[config.mk]
export PLATFORM = sky130hd
export DESIGN_NAME = lvl_fifo_pair
export DESIGN_NICKNAME = d
export VERILOG_FILES = /design/src/rtl/lvl_fifo_pair.sv
export SDC_FILE = /design/constraint.sdc
export NUM_CORES = 1
export LEC_CHECK = 0
export BUFFER_PORTS_ARGS = -buffer_cell sky130_fd_sc_hd__buf_2
export CAP_MARGIN = 5
export CORE_MARGIN = 8
export CORE_UTILIZATION = 30
export DETAILED_ROUTE_END_ITERATION = 7
export HOLD_SLACK_MARGIN = 0.03
export PLACE_DENSITY = 0.56
export SLEW_MARGIN = 20
export SYNTH_ARGS = -nofsm -noshare
export SYNTH_HDL_FRONTEND = slang
export SYNTH_SLANG_ARGS = --single-unit
[constraint.sdc]
create_clock -name clk -period 7.3 [get_ports clk]
set_input_delay 1.46 -clock clk [delete_from_list [all_inputs] [get_ports clk]]
set_output_delay 1.46 -clock clk [all_outputs]
set_load 0.02 [all_outputs]
[src/rtl/lvl_fifo_pair.sv]
module lvl_fifo_pair #(
  parameter int DEPTH = 8,
  parameter int W = 8
) (
  input  logic         clk,
  input  logic         rst_n,
  input  logic         en,
  input  logic         cfg_wr,
  input  logic [2:0]   rx_lvl_sel,
  input  logic [2:0]   tx_lvl_sel,
  input  logic         bus_wr,
  input  logic         bus_rd,
  input  logic         bus_dbg,
  input  logic [W-1:0] bus_wdata,
  output logic [W-1:0] bus_rdata,
  output logic         tx_valid,
  input  logic         tx_ready,
  output logic [W-1:0] tx_data,
  input  logic         rx_valid,
  output logic         rx_ready,
  input  logic [W-1:0] rx_data,
  output logic         rx_irq,
  output logic         rx_dma,
  output logic         tx_irq,
  output logic         tx_dma,
  output logic         tx_ovf,
  output logic         rx_unf
);
  localparam int AW = $clog2(DEPTH);
  localparam int CW = AW + 1;
  localparam logic [2:0] HALF = 3'd2;

  function automatic int thr(input logic [2:0] s);
    case (s)
      3'd0: thr = DEPTH / 8;
      3'd1: thr = DEPTH / 4;
      3'd3: thr = (3 * DEPTH) / 4;
      3'd4: thr = DEPTH;
      default: thr = DEPTH / 2;
    endcase
  endfunction

  logic [W-1:0]  tx_mem [DEPTH];
  logic [W-1:0]  rx_mem [DEPTH];
  logic [AW-1:0] tx_wp, tx_rp, rx_wp, rx_rp;
  logic [CW-1:0] tx_cnt, rx_cnt;
  logic [2:0]    rx_sel, tx_sel;

  wire tx_full  = tx_cnt == CW'(DEPTH);
  wire rx_full  = rx_cnt == CW'(DEPTH);
  wire rx_empty = rx_cnt == '0;
  wire tx_push  = bus_wr && !tx_full;
  wire tx_pop   = tx_valid && tx_ready;
  wire rx_push  = rx_valid && rx_ready;
  wire rx_pop   = bus_rd && !bus_dbg && !rx_empty;

  assign tx_valid  = en && tx_cnt != '0;
  assign tx_data   = tx_mem[tx_rp];
  assign rx_ready  = en && !rx_full;
  assign bus_rdata = rx_empty ? '0 : rx_mem[rx_rp];
  assign rx_irq    = int'(rx_cnt) >= thr(rx_sel);
  assign rx_dma    = rx_irq;
  assign tx_irq    = DEPTH - int'(tx_cnt) >= thr(tx_sel);
  assign tx_dma    = tx_irq;

  always_ff @(posedge clk) begin
    if (tx_push) tx_mem[tx_wp] <= bus_wdata;
    if (rx_push) rx_mem[rx_wp] <= rx_data;
  end

  always_ff @(posedge clk) begin
    if (!rst_n) begin
      tx_wp <= '0; tx_rp <= '0; tx_cnt <= '0;
      rx_wp <= '0; rx_rp <= '0; rx_cnt <= '0;
      rx_sel <= HALF; tx_sel <= HALF;
      tx_ovf <= 1'b0; rx_unf <= 1'b0;
    end else begin
      if (tx_push) tx_wp <= tx_wp + AW'(1);
      if (tx_pop)  tx_rp <= tx_rp + AW'(1);
      if (rx_push) rx_wp <= rx_wp + AW'(1);
      if (rx_pop)  rx_rp <= rx_rp + AW'(1);
      tx_cnt <= tx_cnt + CW'(tx_push) - CW'(tx_pop);
      rx_cnt <= rx_cnt + CW'(rx_push) - CW'(rx_pop);
      if (bus_wr && tx_full) tx_ovf <= 1'b1;
      if (bus_rd && !bus_dbg && rx_empty) rx_unf <= 1'b1;
      if (cfg_wr) begin
        rx_sel <= rx_lvl_sel;
        tx_sel <= tx_lvl_sel;
      end
    end
  end

  assert_gate_R12: assert property (@(posedge clk) disable iff (!rst_n)
    !en |-> !tx_valid && !rx_ready);
  assert_ovf_sticky_R4: assert property (@(posedge clk) disable iff (!rst_n)
    tx_ovf |=> tx_ovf);
  assert_full_drop_R4: assert property (@(posedge clk) disable iff (!rst_n)
    tx_full && !tx_pop |=> tx_full);
  assert_unf_sticky_R7: assert property (@(posedge clk) disable iff (!rst_n)
    rx_unf |=> rx_unf);
  assert_dbg_keep_R6: assert property (@(posedge clk) disable iff (!rst_n)
    bus_rd && bus_dbg && !rx_push |=> $stable(rx_cnt) && $stable(bus_rdata));
  assert_same_cycle_R11: assert property (@(posedge clk) disable iff (!rst_n)
    rx_push && rx_pop |=> $stable(rx_cnt));
  assert_rx_full_trig_R8: assert property (@(posedge clk) disable iff (!rst_n)
    rx_full |-> rx_irq && rx_dma);
  assert_tx_empty_trig_R9: assert property (@(posedge clk) disable iff (!rst_n)
    tx_cnt == '0 |-> tx_irq && tx_dma);
endmodule

==> impl_metrics.csv <==
group,metric,value,unit
status,run_status,"complete, no violations",
critical_path,critPathKind,"reg -> out",
critical_path,cp.required,5840,ps
placement,pre_cts_slack,3580,ps
power_and_ir_drop,power.total,2.62,mW
die,initial_utilization,30.3,%
clocking,cts_htree_levels,4,
detailed_routing,dr.pass1.iters,4,
critical_path,worstPathArrival,2480,ps
clocking,cts_sinks,162,
critical_path,critPathBufInv,1,
clocking,hold_buffers,0,
global_routing,antenna_found_initial,0,
power_and_ir_drop,p_per_area,329,mW/mm^2
layout,area_delta_synth_final,17.8,%
detailed_routing,drt-total-wl,12400,um
timing,period_share,54.0,%
yosys,avgSynthCellArea,17.0,um^2
flow_run,cap_violations,0,
critical_path,end_kind,"primary output",
die,io_pins,55,
placement,dp_hpwl,8320,um
layout,utilization,35.7,%
critical_path,startpoint_type,"flop",
die,die_h,166,um
critical_path,slowest_stage,"dfxtp_1",
layout,drive_gt1_share,25.1,%
clocking,path_clk_slew,60,ps
yosys,synthCells,399,
timing,hold_slack,474,ps
yosys,synth_fp_nets,458,
clocking,cts_buffer_depth,2,
yosys,synth_edf_count,128,
critical_path,critPathMaxFanout,16,
timing,fmax,0.254,GHz
global_routing,grt_pass1_vias,3767,
power_and_ir_drop,netSwitchingFraction,27.9,%
worst_hold_path,hp-class,"reg -> reg",
yosys,yosys_warnings,0,
yosys,ys_seq_elements,162,
global_routing,grt_pass1_wl,19900,um
critical_path,cp_top_family,"multiplexers",
die,die_x,166,um
placement,routabilityCongestion,0.702,
placement,placed_area,0.00734,mm^2
detailed_routing,routedWlPerCell,16.3,um
clocking,numCtsBuffers,17,
power_and_ir_drop,p_int,1.89,mW
clocking,cts_tree,"done",
layout,layout_commonest_cell,"edfxtp_1",
yosys,synth_area,0.00677,mm^2
detailed_routing,post-route-drc-count,0,
timing,fin_worst_skew,10.1,ps
layout,stdcell_area,0.00797,mm^2
timing,hold_violations,0,
yosys,synth.distinct_cells,36,
global_routing,grt_use_total,9.36,%
yosys,ys_seq_area_share,66.9,%
layout,layout.nets,521,
die,dieArea,0.0276,mm^2
power_and_ir_drop,p_leak,2.85,nW
critical_path,regToRegSetupSlack,4620,ps
placement,io_buffers,54,
layout,fin_cells,761,
timing,relSlewSlack,35.1,%
yosys,synth_ff_type,"edfxtp_1",
critical_path,crit_chain,"mux4_1, mux2_2, buf_2",
timing,setup_ws,3360,ps
power_and_ir_drop,seqPwrFrac,42.5,%
timing,rsz0062_at_grt,"no",
timing,worst_slew_pin_slew,970,ps
placement,dp.cells,728,
detailed_routing,vias,3448,
global_routing,overflow,0,
critical_path,crit_path_max_incr_delay,930,ps
power_and_ir_drop,vdd_drop_max,0.119,mV
yosys,synthArstFlopShare,0,%
power_and_ir_drop,p_sw,0.732,mW
die,row_count,55,
clocking,cts_root_buffer,"clkbuf_16",
timing,setup_viol,0,
die,coreArea,0.0224,mm^2
detailed_routing,drtIter0Drc,214,
layout,layout_common_cells,"128 x edfxtp_1, 54 x buf_2, 33 x dfxtp_1",
detailed_routing,avgViaCountPerCell,4.53,
timing,finalMaxSlewViolations,0,
clocking,post_cts_buffers,0,
global_routing,grt_max_degree,33,
power_and_ir_drop,pwr-share-comb,21.6,%
clocking,insertion_delay,420,ps
detailed_routing,final_antenna_net_count,0,
power_and_ir_drop,clockPowerShare,35.9,%
clocking,cts_resized,0,
timing,finalCriticalPeriod,3940,ps
timing,setup_tns,0,ps
final timing paths:
check                 start    endpoint  cells after the start
hold / removal     rx_rp[2]    rx_rp[2]                      2
setup / recovery       flop  tx_data[1]                      3
setup reg to reg  rx_cnt[2]   rx_cnt[2]                     11
hold reg to reg    rx_rp[2]    rx_rp[2]                      2
cells by family (layout without fill, tap and decap cells):
| logic type | after synthesis | after routing | share of synthesized area, % |
|---|---|---|---|
| buffers and inverters | 35 | 111 | 2.61 |
| multiplexers | 50 | 50 | 14.3 |
| AND/OR/NAND/NOR | 85 | 85 | 6.43 |
| other | 0 | 1 | 0 |
| flip-flops | 162 | 162 | 66.9 |
| AO/OA/AOI/OAI | 28 | 28 | 2.94 |
| XOR/XNOR | 11 | 11 | 1.42 |
| adder cells (fa/ha/maj) | 28 | 28 | 5.40 |
synth_stat cells, drive strengths merged, types with 2 or more instances:
| cell | number | area share (%) |
|---|---|---|
| edfxtp | 128 | 57 |
| dfxtp | 34 | 10 |
| mux4 | 32 | 12 |
| ha | 26 | 4.8 |
| inv | 19 | 1.1 |
| nand2 | 18 | 1.0 |
| nor2 | 17 | 0.94 |
| and2 | 13 | 1.2 |
| nor2b | 12 | 1.1 |
| buf | 10 | 1.2 |
| mux2i | 10 | 1.5 |
| a22o | 8 | 1.0 |
| mux2 | 8 | 1.3 |
| nand2b | 8 | 0.74 |
| nor3 | 8 | 0.59 |
| a21boi | 7 | 0.78 |
| xnor2 | 7 | 0.91 |
| a21oi | 6 | 0.44 |
| clkbuf | 6 | 0.33 |
| nand3 | 5 | 0.37 |
| xor2 | 4 | 0.52 |
| a31oi | 2 | 0.18 |
| fa | 2 | 0.59 |
| nor3b | 2 | 0.30 |
| o21ai | 2 | 0.15 |
cell type report:
cell class	instances	area, um^2
Fill cell	2082	14400
Sequential cell	162	4530
Multi-Input combinational cell	202	2070
Clock buffer	18	429
Tap cell	285	357
Timing Repair Buffer	60	315
Clock inverter	14	201
Inverter	19	71.3
Antenna cell	1	2.50
routing by layer:
layer / vias to the layer above / track usage (%) / wire length, um
met2: 48 / 15.6 / 6040
met3: 11 / 2.88 / 485
met1: 1736 / 11.3 / 5760
li1: 1653 / - / -
met4: 0 / 3.44 / 161
met5: - / 0 / 0
sequential cells by signal, summed over array words and instances (netlist names), named ones only:
register	count
rx_cnt	4
rx_mem	64
rx_rp	3
rx_sel	3
rx_unf	1
rx_wp	3
tx_cnt	4
tx_mem	64
tx_ovf	1
tx_rp	3
tx_sel	3
tx_wp	3
power by group through the flow:
stage / clock [mW] / combinational (mW) / sequential, mW
2_1_floorplan: 0 / 0.459 / 1.10
3_3_place_gp: 0 / 0.567 / 1.13
3_5_place_dp: 0 / 0.579 / 1.14
4_1_cts: 0.963 / 0.582 / 1.12
5_1_grt: 1.00 / 0.633 / 1.13
6_report: 0.941 / 0.568 / 1.12
worst reg2reg max path: cells and delay by family (launching register included):
kind | cells | cell delay, ps
xor+xnor | 1 | 130
fa+ha+maj | 4 | 980
buf+inv | 3 | 210
flops | 1 | 320
simple gates | 3 | 920
Power figures use the tool's default switching activity.
